## config.mk

```make
export PLATFORM = sky130hd
export DESIGN_NAME = unit_pool_alloc
export DESIGN_NICKNAME = d
export VERILOG_FILES = /design/src/rtl/unit_alloc_pkg.sv /design/src/rtl/run_tracker.sv /design/src/rtl/fit_picker.sv /design/src/rtl/span_mask.sv /design/src/rtl/unit_pool_alloc.sv
export SDC_FILE = /design/constraint.sdc
export NUM_CORES = 1
export LEC_CHECK = 0
export ABC_CLOCK_PERIOD_IN_PS = 4560
export CORE_AREA = 10 10 162 126
export DETAILED_ROUTE_END_ITERATION = 6
export DIE_AREA = 0 0 172 136
export DONT_BUFFER_PORTS = 1
export PLACE_DENSITY = 0.71
export SETUP_SLACK_MARGIN = 0.2
export SYNTH_ARGS = -nofsm -noshare
export SYNTH_HDL_FRONTEND = slang
export SYNTH_SLANG_ARGS = --single-unit
```

## constraint.sdc

```tcl
create_clock -name clk -period 4.56 [get_ports clk]
set_input_delay 0.456 -clock clk [delete_from_list [all_inputs] [get_ports clk]]
set_output_delay 0.456 -clock clk [all_outputs]
set_load 0.01 [all_outputs]
```

## src/rtl/unit_alloc_pkg.sv

```systemverilog
package unit_alloc_pkg;

  typedef enum logic [1:0] {
    FIT_LOWEST = 2'd0,
    FIT_TIGHT  = 2'd1,
    FIT_LOOSE  = 2'd2,
    FIT_SPARE  = 2'd3
  } fit_mode_e;

  typedef enum logic [1:0] {
    ST_IDLE = 2'd0,
    ST_SCAN = 2'd1,
    ST_RESP = 2'd2
  } alloc_state_e;

  localparam logic OP_ALLOC = 1'b0;
  localparam logic OP_FREE  = 1'b1;

endpackage

```

## src/rtl/run_tracker.sv

```systemverilog
module run_tracker #(
  parameter int UNITS = 64,
  parameter int IDXW  = $clog2(UNITS),
  parameter int LENW  = $clog2(UNITS + 1)
) (
  input  logic            clk,
  input  logic            rst_n,
  input  logic            restart,
  input  logic            step,
  input  logic            unit_used,
  input  logic [IDXW-1:0] idx,
  output logic            close_vld,
  output logic [IDXW-1:0] close_start,
  output logic [LENW-1:0] close_len
);
  localparam logic [IDXW-1:0] LAST_IDX = IDXW'(UNITS - 1);

  logic [IDXW-1:0] run_start_q;
  logic [LENW-1:0] run_len_q;
  logic [IDXW-1:0] grow_start;
  logic [LENW-1:0] grow_len;
  logic            at_top;

  assign at_top     = (idx == LAST_IDX);
  assign grow_start = (run_len_q == '0) ? idx : run_start_q;
  assign grow_len   = run_len_q + LENW'(1);

  always_comb begin
    close_vld   = 1'b0;
    close_start = run_start_q;
    close_len   = run_len_q;
    if (step) begin
      if (unit_used) begin
        close_vld = (run_len_q != '0);
      end else if (at_top) begin
        close_vld   = 1'b1;
        close_start = grow_start;
        close_len   = grow_len;
      end
    end
  end

  always_ff @(posedge clk) begin
    if (!rst_n || restart) begin
      run_start_q <= '0;
      run_len_q   <= '0;
    end else if (step) begin
      if (unit_used) begin
        run_len_q <= '0;
      end else begin
        run_start_q <= grow_start;
        run_len_q   <= grow_len;
      end
    end
  end
endmodule

```

## src/rtl/fit_picker.sv

```systemverilog
module fit_picker
  import unit_alloc_pkg::*;
#(
  parameter int UNITS = 64,
  parameter int IDXW  = $clog2(UNITS),
  parameter int LENW  = $clog2(UNITS + 1)
) (
  input  logic            clk,
  input  logic            rst_n,
  input  logic            restart,
  input  fit_mode_e       mode,
  input  logic [LENW-1:0] need,
  input  logic            cand_vld,
  input  logic [IDXW-1:0] cand_start,
  input  logic [LENW-1:0] cand_len,
  output logic            nxt_found,
  output logic [IDXW-1:0] nxt_start
);
  logic            found_q;
  logic [IDXW-1:0] start_q;
  logic [LENW-1:0] len_q;
  logic            fits;
  logic            beats;
  logic [LENW-1:0] nxt_len;

  assign fits = cand_vld && (cand_len >= need);

  always_comb begin
    unique case (mode)
      FIT_TIGHT: beats = !found_q || (cand_len < len_q);
      FIT_LOOSE: beats = !found_q || (cand_len > len_q);
      default:   beats = !found_q;
    endcase
  end

  always_comb begin
    nxt_found = found_q;
    nxt_start = start_q;
    nxt_len   = len_q;
    if (fits && beats) begin
      nxt_found = 1'b1;
      nxt_start = cand_start;
      nxt_len   = cand_len;
    end
  end

  always_ff @(posedge clk) begin
    if (!rst_n || restart) begin
      found_q <= 1'b0;
      start_q <= '0;
      len_q   <= '0;
    end else begin
      found_q <= nxt_found;
      start_q <= nxt_start;
      len_q   <= nxt_len;
    end
  end
endmodule

```

## src/rtl/span_mask.sv

```systemverilog
module span_mask #(
  parameter int UNITS = 64,
  parameter int IDXW  = $clog2(UNITS),
  parameter int LENW  = $clog2(UNITS + 1)
) (
  input  logic [IDXW-1:0]  start,
  input  logic [LENW-1:0]  len,
  output logic [UNITS-1:0] mask
);
  localparam int SUMW = LENW + 1;

  logic [SUMW-1:0] lo;
  logic [SUMW-1:0] hi;

  assign lo = SUMW'(start);
  assign hi = lo + SUMW'(len);

  for (genvar i = 0; i < UNITS; i++) begin : g_bit
    assign mask[i] = (SUMW'(i) >= lo) && (SUMW'(i) < hi);
  end
endmodule

```

## src/rtl/unit_pool_alloc.sv

```systemverilog
module unit_pool_alloc
  import unit_alloc_pkg::*;
#(
  parameter int UNITS = 64,
  parameter int IDXW  = $clog2(UNITS),
  parameter int LENW  = $clog2(UNITS + 1)
) (
  input  logic             clk,
  input  logic             rst_n,
  input  logic             req_valid,
  output logic             req_ready,
  input  logic             req_op,
  input  logic [1:0]       req_mode,
  input  logic [IDXW-1:0]  req_start,
  input  logic [LENW-1:0]  req_len,
  output logic             rsp_valid,
  input  logic             rsp_ready,
  output logic             rsp_ok,
  output logic [IDXW-1:0]  rsp_start,
  output logic [UNITS-1:0] occupancy
);
  localparam int              SUMW     = LENW + 1;
  localparam logic [IDXW-1:0] LAST_IDX = IDXW'(UNITS - 1);

  alloc_state_e    state_q;
  logic [UNITS-1:0] occ_q;
  logic [IDXW-1:0] idx_q;
  logic [LENW-1:0] need_q;
  fit_mode_e       mode_q;
  logic            res_ok_q;
  logic [IDXW-1:0] res_start_q;
  logic            commit_q;

  logic            accept;
  logic            scanning;
  logic            len_bad;
  logic            free_ok;
  logic            close_vld;
  logic [IDXW-1:0] close_start;
  logic [LENW-1:0] close_len;
  logic            nxt_found;
  logic [IDXW-1:0] nxt_start;
  logic [IDXW-1:0] m_start;
  logic [LENW-1:0] m_len;
  logic [UNITS-1:0] m_bits;

  assign req_ready = (state_q == ST_IDLE);
  assign rsp_valid = (state_q == ST_RESP);
  assign rsp_ok    = res_ok_q;
  assign rsp_start = res_start_q;
  assign occupancy = occ_q;

  assign accept   = req_valid && req_ready;
  assign scanning = (state_q == ST_SCAN);
  assign len_bad  = (req_len == '0) || (req_len > LENW'(UNITS));
  assign free_ok  = (req_len != '0) &&
                    ((SUMW'(req_start) + SUMW'(req_len)) <= SUMW'(UNITS));

  assign m_start = (state_q == ST_IDLE) ? req_start : res_start_q;
  assign m_len   = (state_q == ST_IDLE) ? req_len   : need_q;

  run_tracker #(.UNITS(UNITS), .IDXW(IDXW), .LENW(LENW)) u_run (
    .clk        (clk),
    .rst_n      (rst_n),
    .restart    (accept),
    .step       (scanning),
    .unit_used  (occ_q[idx_q]),
    .idx        (idx_q),
    .close_vld  (close_vld),
    .close_start(close_start),
    .close_len  (close_len)
  );

  fit_picker #(.UNITS(UNITS), .IDXW(IDXW), .LENW(LENW)) u_pick (
    .clk       (clk),
    .rst_n     (rst_n),
    .restart   (accept),
    .mode      (mode_q),
    .need      (need_q),
    .cand_vld  (close_vld),
    .cand_start(close_start),
    .cand_len  (close_len),
    .nxt_found (nxt_found),
    .nxt_start (nxt_start)
  );

  span_mask #(.UNITS(UNITS), .IDXW(IDXW), .LENW(LENW)) u_mask (
    .start(m_start),
    .len  (m_len),
    .mask (m_bits)
  );

  always_ff @(posedge clk) begin
    if (!rst_n) begin
      state_q     <= ST_IDLE;
      occ_q       <= '0;
      idx_q       <= '0;
      need_q      <= '0;
      mode_q      <= FIT_LOWEST;
      res_ok_q    <= 1'b0;
      res_start_q <= '0;
      commit_q    <= 1'b0;
    end else begin
      unique case (state_q)
        ST_IDLE: begin
          if (accept) begin
            commit_q <= 1'b0;
            if (req_op == OP_FREE) begin
              if (free_ok) occ_q <= occ_q & ~m_bits;
              res_ok_q    <= free_ok;
              res_start_q <= req_start;
              state_q     <= ST_RESP;
            end else begin
              need_q <= req_len;
              mode_q <= fit_mode_e'(req_mode);
              if (len_bad) begin
                res_ok_q    <= 1'b0;
                res_start_q <= '0;
                state_q     <= ST_RESP;
              end else begin
                idx_q   <= '0;
                state_q <= ST_SCAN;
              end
            end
          end
        end
        ST_SCAN: begin
          idx_q <= idx_q + IDXW'(1);
          if (idx_q == LAST_IDX) begin
            res_ok_q    <= nxt_found;
            res_start_q <= nxt_found ? nxt_start : '0;
            commit_q    <= nxt_found;
            state_q     <= ST_RESP;
          end
        end
        ST_RESP: begin
          if (commit_q) begin
            occ_q    <= occ_q | m_bits;
            commit_q <= 1'b0;
          end
          if (rsp_ready) state_q <= ST_IDLE;
        end
        default: state_q <= ST_IDLE;
      endcase
    end
  end
endmodule

```

==> results of run 1 <==
-- where the power goes --
part	switching [mW]	total, mW	internal, mW
Clock	0.516	1.51	0.999
Combinational	0.769	1.09	0.319
Sequential	0.0334	1.07	1.04
Total	1.32	3.67	2.35
-- stage by stage --
stage | instances | TNS [ns] | cell area, sq um | total power, mW
final | 1150 | 0 | 8850 | 3.67
after global routing | 1149 | 0 | 8840 | 3.77
after CTS | 1144 | 0 | 8710 | 3.61
after detailed placement | 1112 | -0.00661 | 8040 | 2.11
after global placement | 1112 | 0 | 8040 | 2.12
after floorplan | 921 | 0 | 7790 | 1.80
-- logic make-up after synthesis --
family	count (synthesis)	share of synthesized area [%]
buffers and inverters	102	5.93
muxes	89	12.6
xor gates and xnor gates	20	2.44
adders and majority gates	32	5.33
AOI/OAI and AO/OA	259	24.7
DFF	116	29.8
and+or+nand+nor	303	19.1
-- Yosys cell counts, types with 15 or more instances --
master and count:
nand2_1 125, dfxtp_1 116, mux2i_1 74, a21oi_1 66, nor2_1 64, clkbuf_1 37, inv_1 35, o21ai_0 31
ha_1 30, buf_2 18, and3_1 17, nand4_1 15
-- final timing paths --
check | endpoint | startpoint | slack (ns)
setup / recovery | rsp_start[2] | idx_q[1] | 0.37
hold / removal | commit_q | rst_n | 0.17
setup reg to reg | rsp_start[2] | idx_q[1] | 0.37
hold reg to reg | u_pick.start_q[0] | u_pick.start_q[0] | 0.46
-- worst max-delay path: cells and delay by family (launching register included) --
kind,cells,cell delay (ns)
multiplexers,2,0.63
flip-flops,1,0.40
adder cells (fa/ha/maj),1,0.29
buffers and inverters,2,0.34
AND/OR/NAND/NOR,5,0.87
AO/OA/AOI/OAI,10,1.58
-- cells in the final DEF (no fill, tap or decap), types with 6 or more instances in the layout --
| master | instances |
|---|---|
| a21oi_1 | 65 |
| o22ai_1 | 12 |
| nand2_1 | 122 |
| nor3_1 | 10 |
| nand4_1 | 15 |
| o41ai_1 | 7 |
| a21boi_0 | 11 |
| and3_1 | 15 |
| o211ai_1 | 13 |
| o31ai_1 | 11 |
| a31oi_1 | 8 |
| a2111oi_2 | 13 |
| mux2i_1 | 73 |
| nor2b_1 | 10 |
| o21a_1 | 9 |
| o311ai_1 | 8 |
| xnor2_1 | 10 |
| nand3b_1 | 6 |
| mux2_2 | 6 |
| xor2_1 | 8 |
| nand2b_1 | 7 |
| o21ai_1 | 7 |
| a22oi_1 | 8 |
| nor2_1 | 62 |
| mux4_2 | 6 |
| ha_1 | 28 |
| inv_1 | 35 |
| buf_4 | 35 |
| dfxtp_1 | 114 |
| o21ai_0 | 30 |
| clkbuf_16 | 17 |
| nand3_1 | 13 |
| a211oi_1 | 8 |
-- layer usage --
layer | vias to the layer above | track usage (%)
met5 | - | 0
met4 | 0 | 6.16
met3 | 44 | 7.48
met2 | 379 | 33.5
met1 | 3536 | 32.4
li1 | 3381 | -
-- timing repair --
action,CTS,global route
endpoints found under the setup margin,19,30
gates resized for setup,4,24
setup buffers,0,5
hold buffers,0,0
pin swaps,0,6
-- final cells by class --
| class | count | area (sq um) | area share [%] |
|---|---|---|---|
| clock buffer | 20 | 457 | 5.16 |
| antenna | 1 | 2.50 | 0.0283 |
| multi-input combinational | 703 | 5100 | 57.6 |
| timing repair buffer | 40 | 340 | 3.85 |
| sequential | 116 | 2330 | 26.3 |
| inverter | 38 | 143 | 1.61 |
| clock inverter | 12 | 203 | 2.29 |
| tap | 220 | 275 | 3.11 |
==> out/qor.yml, run 1 <==
num_rows: 42
crit_type: "flop to flop"
synth-edff-count: 0
initial_core_util_pct: 44.9
antenna_left: 0
worstSkewPairLatency_ns: 0.43
synthArstFlopShare_pct: 0
critPathMaxFanout: 16
finalHoldViolCount: 0
cap_violations: 0
die_y_microns: 136
synthesis.nets: 973
start_kind: "flop"
fin_util_pct: 51.0
required_ns: 4.91
syn_area_sq_um: 7790
top_layer: "met4"
detail_route.iter0.violations: 880
finalClockSkew_ns: 0.0102
routedWlPerCell_microns: 24.1
synth_cells: 921
cts_tree: "yes"
drive_above_1_share_pct: 15.6
critical_path_arrival_ns: 4.54
grt_pass1_vias: 6583
drc: 0
hold_ws_ns: 0.169
critPathMaxStageDelay_ns: 0.40
maxSlewHeadroom_pct: 24.0
tightest_slew_ns: 1.13
place.port_buffers: 0
cp_cell_sequence: "buf_12, mux2i_1, a31oi_1, and3_1, a31oi_1, a21oi_2, nor2_4, nand2_2, mux2_4, ha_1, nor2b_1, o21bai_1, and3_1, o21ai_1, o311ai_1, o211ai_1, a21oi_2, buf_6, o221ai_1, a21oi_1"
fmax_ghz: 0.239
cts_buffer_depth: 2
numCtsBuffers: 17
io_pins: 93
gp_congestion: 1.03
wirelength_microns: 27700
area_growth_pct: 13.6
clockRootBuffer: "clkbuf_16"
rsz0062_at_grt: "yes"
viasPerCell: 6.38
setup_viol: 0
place_ws_ns: -0.00661
holdPathStages: 1
yosysTopAreaCell: "dfxtp_1"
syn_area_per_cell_sq_um: 8.46
firstDrtPassIters: 6
wl_met3_microns: 3220
ys_seq_area_share_pct: 29.8
synthTopCellsByArea: "dfxtp_1 30%, mux2i_1 9.5%, nand2_1 6.0%"
grt_pass1_wl_microns: 41600
nNetsFinal: 968
n_fill_cell: 1625
hold_path.class: "input pin to flop"
antenna_found_initial: 0
clk_pin_slew_ns: 0.06
synth_top_area_share_pct: 29.8
setup_ws_ns: 0.367
die_w_microns: 172
vias: 7340
htree_num_levels: 4
cts.sinks: 116
p_per_area_nw_per_um2: 415
period_minus_slack_ns: 4.19
ys_ff_latch: 116
grt_max_degree: 87
drv_slew: 0
p_leak_nw: 3.25
synth.distinct_cells: 88
finalCritPeriodShare_pct: 91.9
synth_ff_type: "dfxtp_1"
hpwl_microns: 20500
grt_usage_pct: 23.2
r2r_cells: 20
grt.overflow.total: 0
vdd_drop_max_mv: 0.264
worst_path_max_delay_cell: "dfxtp_4"
met1_length_microns: 12100
status: "finished, final reports clean"
core_sq_um: 17300
die-area_sq_um: 23400
wl_met2_microns: 11900
end_kind: "flop"
yosys_warnings: 0
Power figures use the tool's default switching activity.
==> run 2, diff against run 1 <==
--- a/config.mk
+++ b/config.mk
@@ -6,11 +6,14 @@
 export NUM_CORES = 1
 export LEC_CHECK = 0
 export ABC_CLOCK_PERIOD_IN_PS = 4560
-export CORE_AREA = 10 10 162 126
+export CELL_PAD_IN_SITES_DETAIL_PLACEMENT = 2
+export CELL_PAD_IN_SITES_GLOBAL_PLACEMENT = 2
+export CORE_AREA = 10 10 175 136
 export DETAILED_ROUTE_END_ITERATION = 6
-export DIE_AREA = 0 0 172 136
+export DIE_AREA = 0 0 185 146
 export DONT_BUFFER_PORTS = 1
-export PLACE_DENSITY = 0.71
+export PLACE_DENSITY = 0.9
+export REMOVE_ABC_BUFFERS = 1
 export SETUP_SLACK_MARGIN = 0.2
 export SYNTH_ARGS = -nofsm -noshare
 export SYNTH_HDL_FRONTEND = slang
==> run 2 against run 1 <==
  * The run now ends with negative setup slack left
  * Via count grew 15%
  * Wire length grew 53%
  * Core utilization shrank 5.7 points
  * Cell count grew 5.4%
  * Clock skew grew 0.0055 ns
  * Global-route usage grew 3.6 points
  * Sequential share of layout area shrank 1.4 points
  * Worst setup slack lost 0.37 ns
  * Worst hold slack lost 0.030 ns
  * Die area grew 15%
  * Register-to-register slack lost 0.37 ns
  * Critical path type unchanged
  * Critical endpoint is now rsp_start[0]
==> out/qor.yml, run 2 (synthesis gave the netlist of run 1 again) <==
detail_route.iter0.violations: 1120
p_per_area_nw_per_um2: 399
antenna_found_initial: 1
finalHoldViolCount: 0
setup_ws_ns: -0.00266
setup_tns_ns: -0.00266
mostFrequentLayoutCells: "122 x nand2_1, 113 x dfxtp_1, 72 x mux2i_1, 61 x nor2_1, 55 x a21oi_1"
top_layer: "met4"
end_kind: "flop"
period_minus_slack_ns: 4.56
worst_path_max_delay_cell: "a311oi_2"
wl_met3_microns: 5110
gp_congestion: 0.983
num_rows: 46
critPathMaxStageDelay_ns: 0.51
setup_viol: 1
crit_type: "flop to flop"
tightest_slew_ns: 1.26
area_growth_pct: 19.8
clk_pin_slew_ns: 0.07
maxSlewHeadroom_pct: 15.4
hold_path.class: "input pin to flop"
rsz0062_at_grt: "yes"
io_pins: 93
firstDrtPassIters: 5
wirelength_microns: 42400
wl_met2_microns: 19000
hpwl_microns: 25100
nNetsFinal: 986
cts_hold_buf: 0
place_ws_ns: -0.144
cts_tree: "yes"
critPathMaxFanout: 8
grt_usage_pct: 26.8
core_sq_um: 20600
fmax_ghz: 0.219
die-area_sq_um: 27000
required_ns: 4.92
viasPerCell: 6.98
start_kind: "flop"
grt_pass1_wl_microns: 55100
routedWlPerCell_microns: 35.0
drc: 0
cts.sinks: 116
hold_ws_ns: 0.139
clockRootBuffer: "clkbuf_16"
vias: 8456
final_common_cell: "nand2_1"
critical_path_arrival_ns: 4.93
vdd_drop_max_mv: 0.233
die_y_microns: 146
cts_buffer_depth: 2
cap_violations: 0
initial_core_util_pct: 37.8
htree_num_levels: 4
p_leak_nw: 3.40
worstSkewPairLatency_ns: 0.46
drive_above_1_share_pct: 22.1
grt_pass1_vias: 8281
finalPower_mw: 3.72
cp_cell_sequence: "buf_4, mux2i_1, a22oi_1, a311oi_2, a21oi_4, nor2_4, nand2_4, xnor2_4, ha_1, nand2b_1, a21o_1, a21o_1, a21oi_1, o22ai_2, o211ai_1, buf_4, nand2b_4, nand3_1, a31oi_1"
grt_max_degree: 87
numCtsBuffers: 17
finalClockSkew_ns: 0.0157
finalCritPeriodShare_pct: 100
fin_util_pct: 45.3
drv_slew: 0
place.port_buffers: 0
antenna_left: 0
status: "finished, violations left"
met1_length_microns: 16400
grt.overflow.total: 0
failed_checks: "negative setup slack"
die_w_microns: 185
==> run 2: area by class of cell <==
type	count	area, sq um
multi-input combinational	704	5450
tap	264	330
antenna	1	2.50
inverter	38	143
fill	2168	11300
sequential	116	2330
clock buffer	17	425
timing repair buffer	57	500
clock inverter	15	146
==> run 2: worst max-delay path, delay by kind of cell (launching register included) <==
kind                     cells  cell delay (ns)
AO/OA/AOI/OAI                9             1.95
XOR/XNOR                     1             0.25
adder cells (fa/ha/maj)      1             0.27
buffers and inverters        2             0.40
flip-flops                   1             0.41
multiplexers                 1             0.35
AND/OR/NAND/NOR              5             0.81
==> run 2: metrics by stage <==
| step | instance area [sq um] | cells |
|---|---|---|
| after floorplan | 7470 | 857 |
| after global placement | 8060 | 1153 |
| after detailed placement | 8060 | 1153 |
| after CTS | 8780 | 1194 |
| after global routing | 9330 | 1211 |
| final | 9330 | 1212 |
==> run 2: routing by layer <==
metal | up-vias | global-route usage (%)
met5 | - | 0
met4 | 0 | 8.15
met3 | 167 | 11.4
met2 | 615 | 40.7
met1 | 4257 | 33.4
li1 | 3417 | -
==> run 2: report_power, final <==
part	switching [mW]	internal [mW]	total, mW	leakage [nW]
sequential	0.0375	1.03	1.07	0.939
combinational	0.902	0.350	1.25	2.18
clock	0.634	0.763	1.40	0.281
total	1.57	2.15	3.72	3.40
==> run 2: what timing repair did <==
action	CTS	global route
gates cloned	0	2
gates resized for setup	19	71
endpoints found under the setup margin	43	61
buffers inserted	9	15
pin swaps	3	27
==> run 2: final timing paths <==
check / from / endpoint / slack [ns] / depth (start not counted)
hold reg to reg: mode_q[0] / mode_q[0] / 0.47 / 2
hold / removal: req_mode[0] / mode_q[0] / 0.14 / 2
setup reg to reg: idx_q[1] / rsp_start[0] / -0.003 / 19
setup / recovery: idx_q[1] / rsp_start[0] / -0.003 / 19
==> run 3, diff against run 2 <==
--- a/config.mk
+++ b/config.mk
@@ -6,13 +6,13 @@
 export NUM_CORES = 1
 export LEC_CHECK = 0
 export ABC_CLOCK_PERIOD_IN_PS = 4560
+export BUFFER_PORTS_ARGS = -buffer_cell sky130_fd_sc_hd__buf_2
 export CELL_PAD_IN_SITES_DETAIL_PLACEMENT = 2
 export CELL_PAD_IN_SITES_GLOBAL_PLACEMENT = 2
-export CORE_AREA = 10 10 175 136
+export CORE_AREA = 10 10 181 141
 export DETAILED_ROUTE_END_ITERATION = 6
-export DIE_AREA = 0 0 185 146
-export DONT_BUFFER_PORTS = 1
-export PLACE_DENSITY = 0.9
+export DIE_AREA = 0 0 191 151
+export PLACE_DENSITY = 0.83
 export REMOVE_ABC_BUFFERS = 1
 export SETUP_SLACK_MARGIN = 0.2
 export SYNTH_ARGS = -nofsm -noshare
==> run 3 against run 2 <==
  * Critical path type unchanged
  * Combinational power down 4%
  * The run still ends with negative setup slack left
  * Count of clock-buffer cells in the layout unchanged
  * Wire length down 7.0%
  * Cell count up 10%
  * Flip-flop and latch count unchanged
  * Largest cell class unchanged
  * Via count down 0.58%
  * Maximum frequency down 0.89%
  * Clock power about the same
  * Die area up 6.8%
  * Sequential power about the same
  * Critical path depth up 2
  * Worst hold slack better by 0.16 ns
==> out/qor.yml, run 3 (synthesis gave the netlist of run 1 again) <==
status: "finished, violations left"
failed_checks: "negative setup slack"
drv_slew: 0
r2r_start: "idx_q[0]"
p_leak_nw: 3.88
end_kind: "flop"
place_area_sq_um: 8650
start_kind: "flop"
core_sq_um: 21800
crit_type: "flop to flop"
wirelength_microns: 39400
htree_num_levels: 4
antennaDiodeCount: 0
cts.sinks: 116
nNetsFinal: 1080
grt_usage_pct: 24.9
clk_pin_slew_ns: 0.07
io_pins: 93
fmax_ghz: 0.217
hold_start: "req_mode[0]"
initial_core_util_pct: 35.7
grt_pass1_wl_microns: 55000
final_common_cell: "nand2_1"
drive_above_1_share_pct: 28.0
setup_ws_ns: -0.0434
p_per_area_nw_per_um2: 376
drc: 0
antenna_found_initial: 1
finalHoldViolCount: 0
hold_path.class: "input pin to flop"
cts_tree: "yes"
final_area_sq_um: 9760
maxSlewHeadroom_pct: 11.5
die_w_microns: 191
numCtsBuffers: 17
worstSkewPairLatency_ns: 0.45
detail_route.iter0.violations: 785
tightest_slew_ns: 1.32
gp_congestion: 0.979
critPathMaxFanout: 18
num_rows: 47
die-area_sq_um: 28800
n_fill_cell: 2360
cts_buffer_depth: 2
clockRootBuffer: "clkbuf_16"
required_ns: 4.89
fin_cells: 1335
area_growth_pct: 25.4
grt_pass1_vias: 8608
rsz0062_at_grt: "yes"
dp_cells: 1288
finalCritPeriodShare_pct: 101
routedWlPerCell_microns: 29.5
firstDrtPassIters: 5
cap_violations: 0
setup_viol: 1
critical_path_arrival_ns: 4.93
hpwl_microns: 26100
grt_max_degree: 62
vdd_drop_max_mv: 0.254
place.port_buffers: 92
antenna_left: 0
mostFrequentLayoutCells: "123 x nand2_1, 113 x dfxtp_1, 92 x buf_2, 73 x mux2i_1, 60 x nor2_1"
vias: 8407
viasPerCell: 6.30
grt.overflow.total: 0
die_y_microns: 151
finalClockSkew_ns: 0.0121
cp-startpoint: "idx_q[0]"
period_minus_slack_ns: 4.60
-- run 3: changes by cell type in the layout (fill, tap and decap cells not counted), moves of 3 or more --
cell,change
a21oi_2,-5
buf_2,+92
buf_4,+5
and3_4,-3
a21oi_1,+4
-- run 3: area by class of cell --
| class | instances | area (sq um) | area share (%) |
|---|---|---|---|
| multi-input combinational | 703 | 5350 | 54.8 |
| sequential | 116 | 2330 | 23.9 |
| timing repair buffer | 152 | 977 | 10.0 |
| clock buffer | 17 | 425 | 4.36 |
| tap | 294 | 368 | 3.77 |
| clock inverter | 15 | 171 | 1.76 |
| inverter | 38 | 143 | 1.46 |
-- run 3: metrics by stage --
step           hold WS (ns)  TNS (ns)  setup slack, ns  total power, mW  utilization (%)
2_1_floorplan         0.432    -63.54            -1.50             1.74                -
3_3_place_gp          0.438    -0.130          -0.0272             2.13             39.7
3_5_place_dp          0.456     -3.00           -0.313             2.15             39.7
4_1_cts               0.295         0            0.206             3.58             42.9
5_1_grt               0.316     -1.19           -0.151             3.79             44.7
6_report              0.297   -0.0434          -0.0434             3.67             44.7
-- run 3: worst max-delay path, stage by stage (launching register included) --
cell	delay, ns
dfxtp_4	0.38
buf_12	0.16
mux2_2	0.35
a22oi_1	0.26
nand4_1	0.22
a31oi_4	0.29
a21oi_4	0.07
nor2_4	0.21
buf_6	0.16
nand3_2	0.10
xnor2_2	0.17
buf_4	0.16
buf_4	0.14
ha_1	0.34
o2111ai_2	0.22
o22ai_2	0.22
o211ai_1	0.17
buf_4	0.19
a21oi_4	0.18
clkbuf_16	0.19
nor2_1	0.05
a211oi_1	0.23
-- run 3: what timing repair did --
action / CTS / global route
cloned: 0 / 1
pin swaps: 3 / 24
setup endpoints to repair: 33 / 44
buffers inserted: 3 / 11
resized for setup: 16 / 55
hold buffers: 0 / 0
hold endpoints to repair: 0 / 0
-- run 3: power by group --
part           switching (mW)  internal [mW]
clock                   0.596          0.818
combinational           0.861          0.340
sequential             0.0256           1.03
total                    1.48           2.19
-- run 3: final timing paths --
| check | slack [ns] | cells past startpoint | end |
|---|---|---|---|
| setup / recovery | -0.04 | 21 | u_pick.len_q[0] |
| hold / removal | 0.30 | 3 | mode_q[0] |
| setup reg to reg | -0.04 | 21 | u_pick.len_q[0] |
| hold reg to reg | 0.48 | 2 | flop |
-- run 3: layer usage --
metal,up-vias,share of wire [%],GRT usage (%)
met5,-,0,0
met3,79,8.9,6.62
met1,4308,44,34.4
met2,419,45,36.9
li1,3601,-,-
met4,0,2.3,7.66
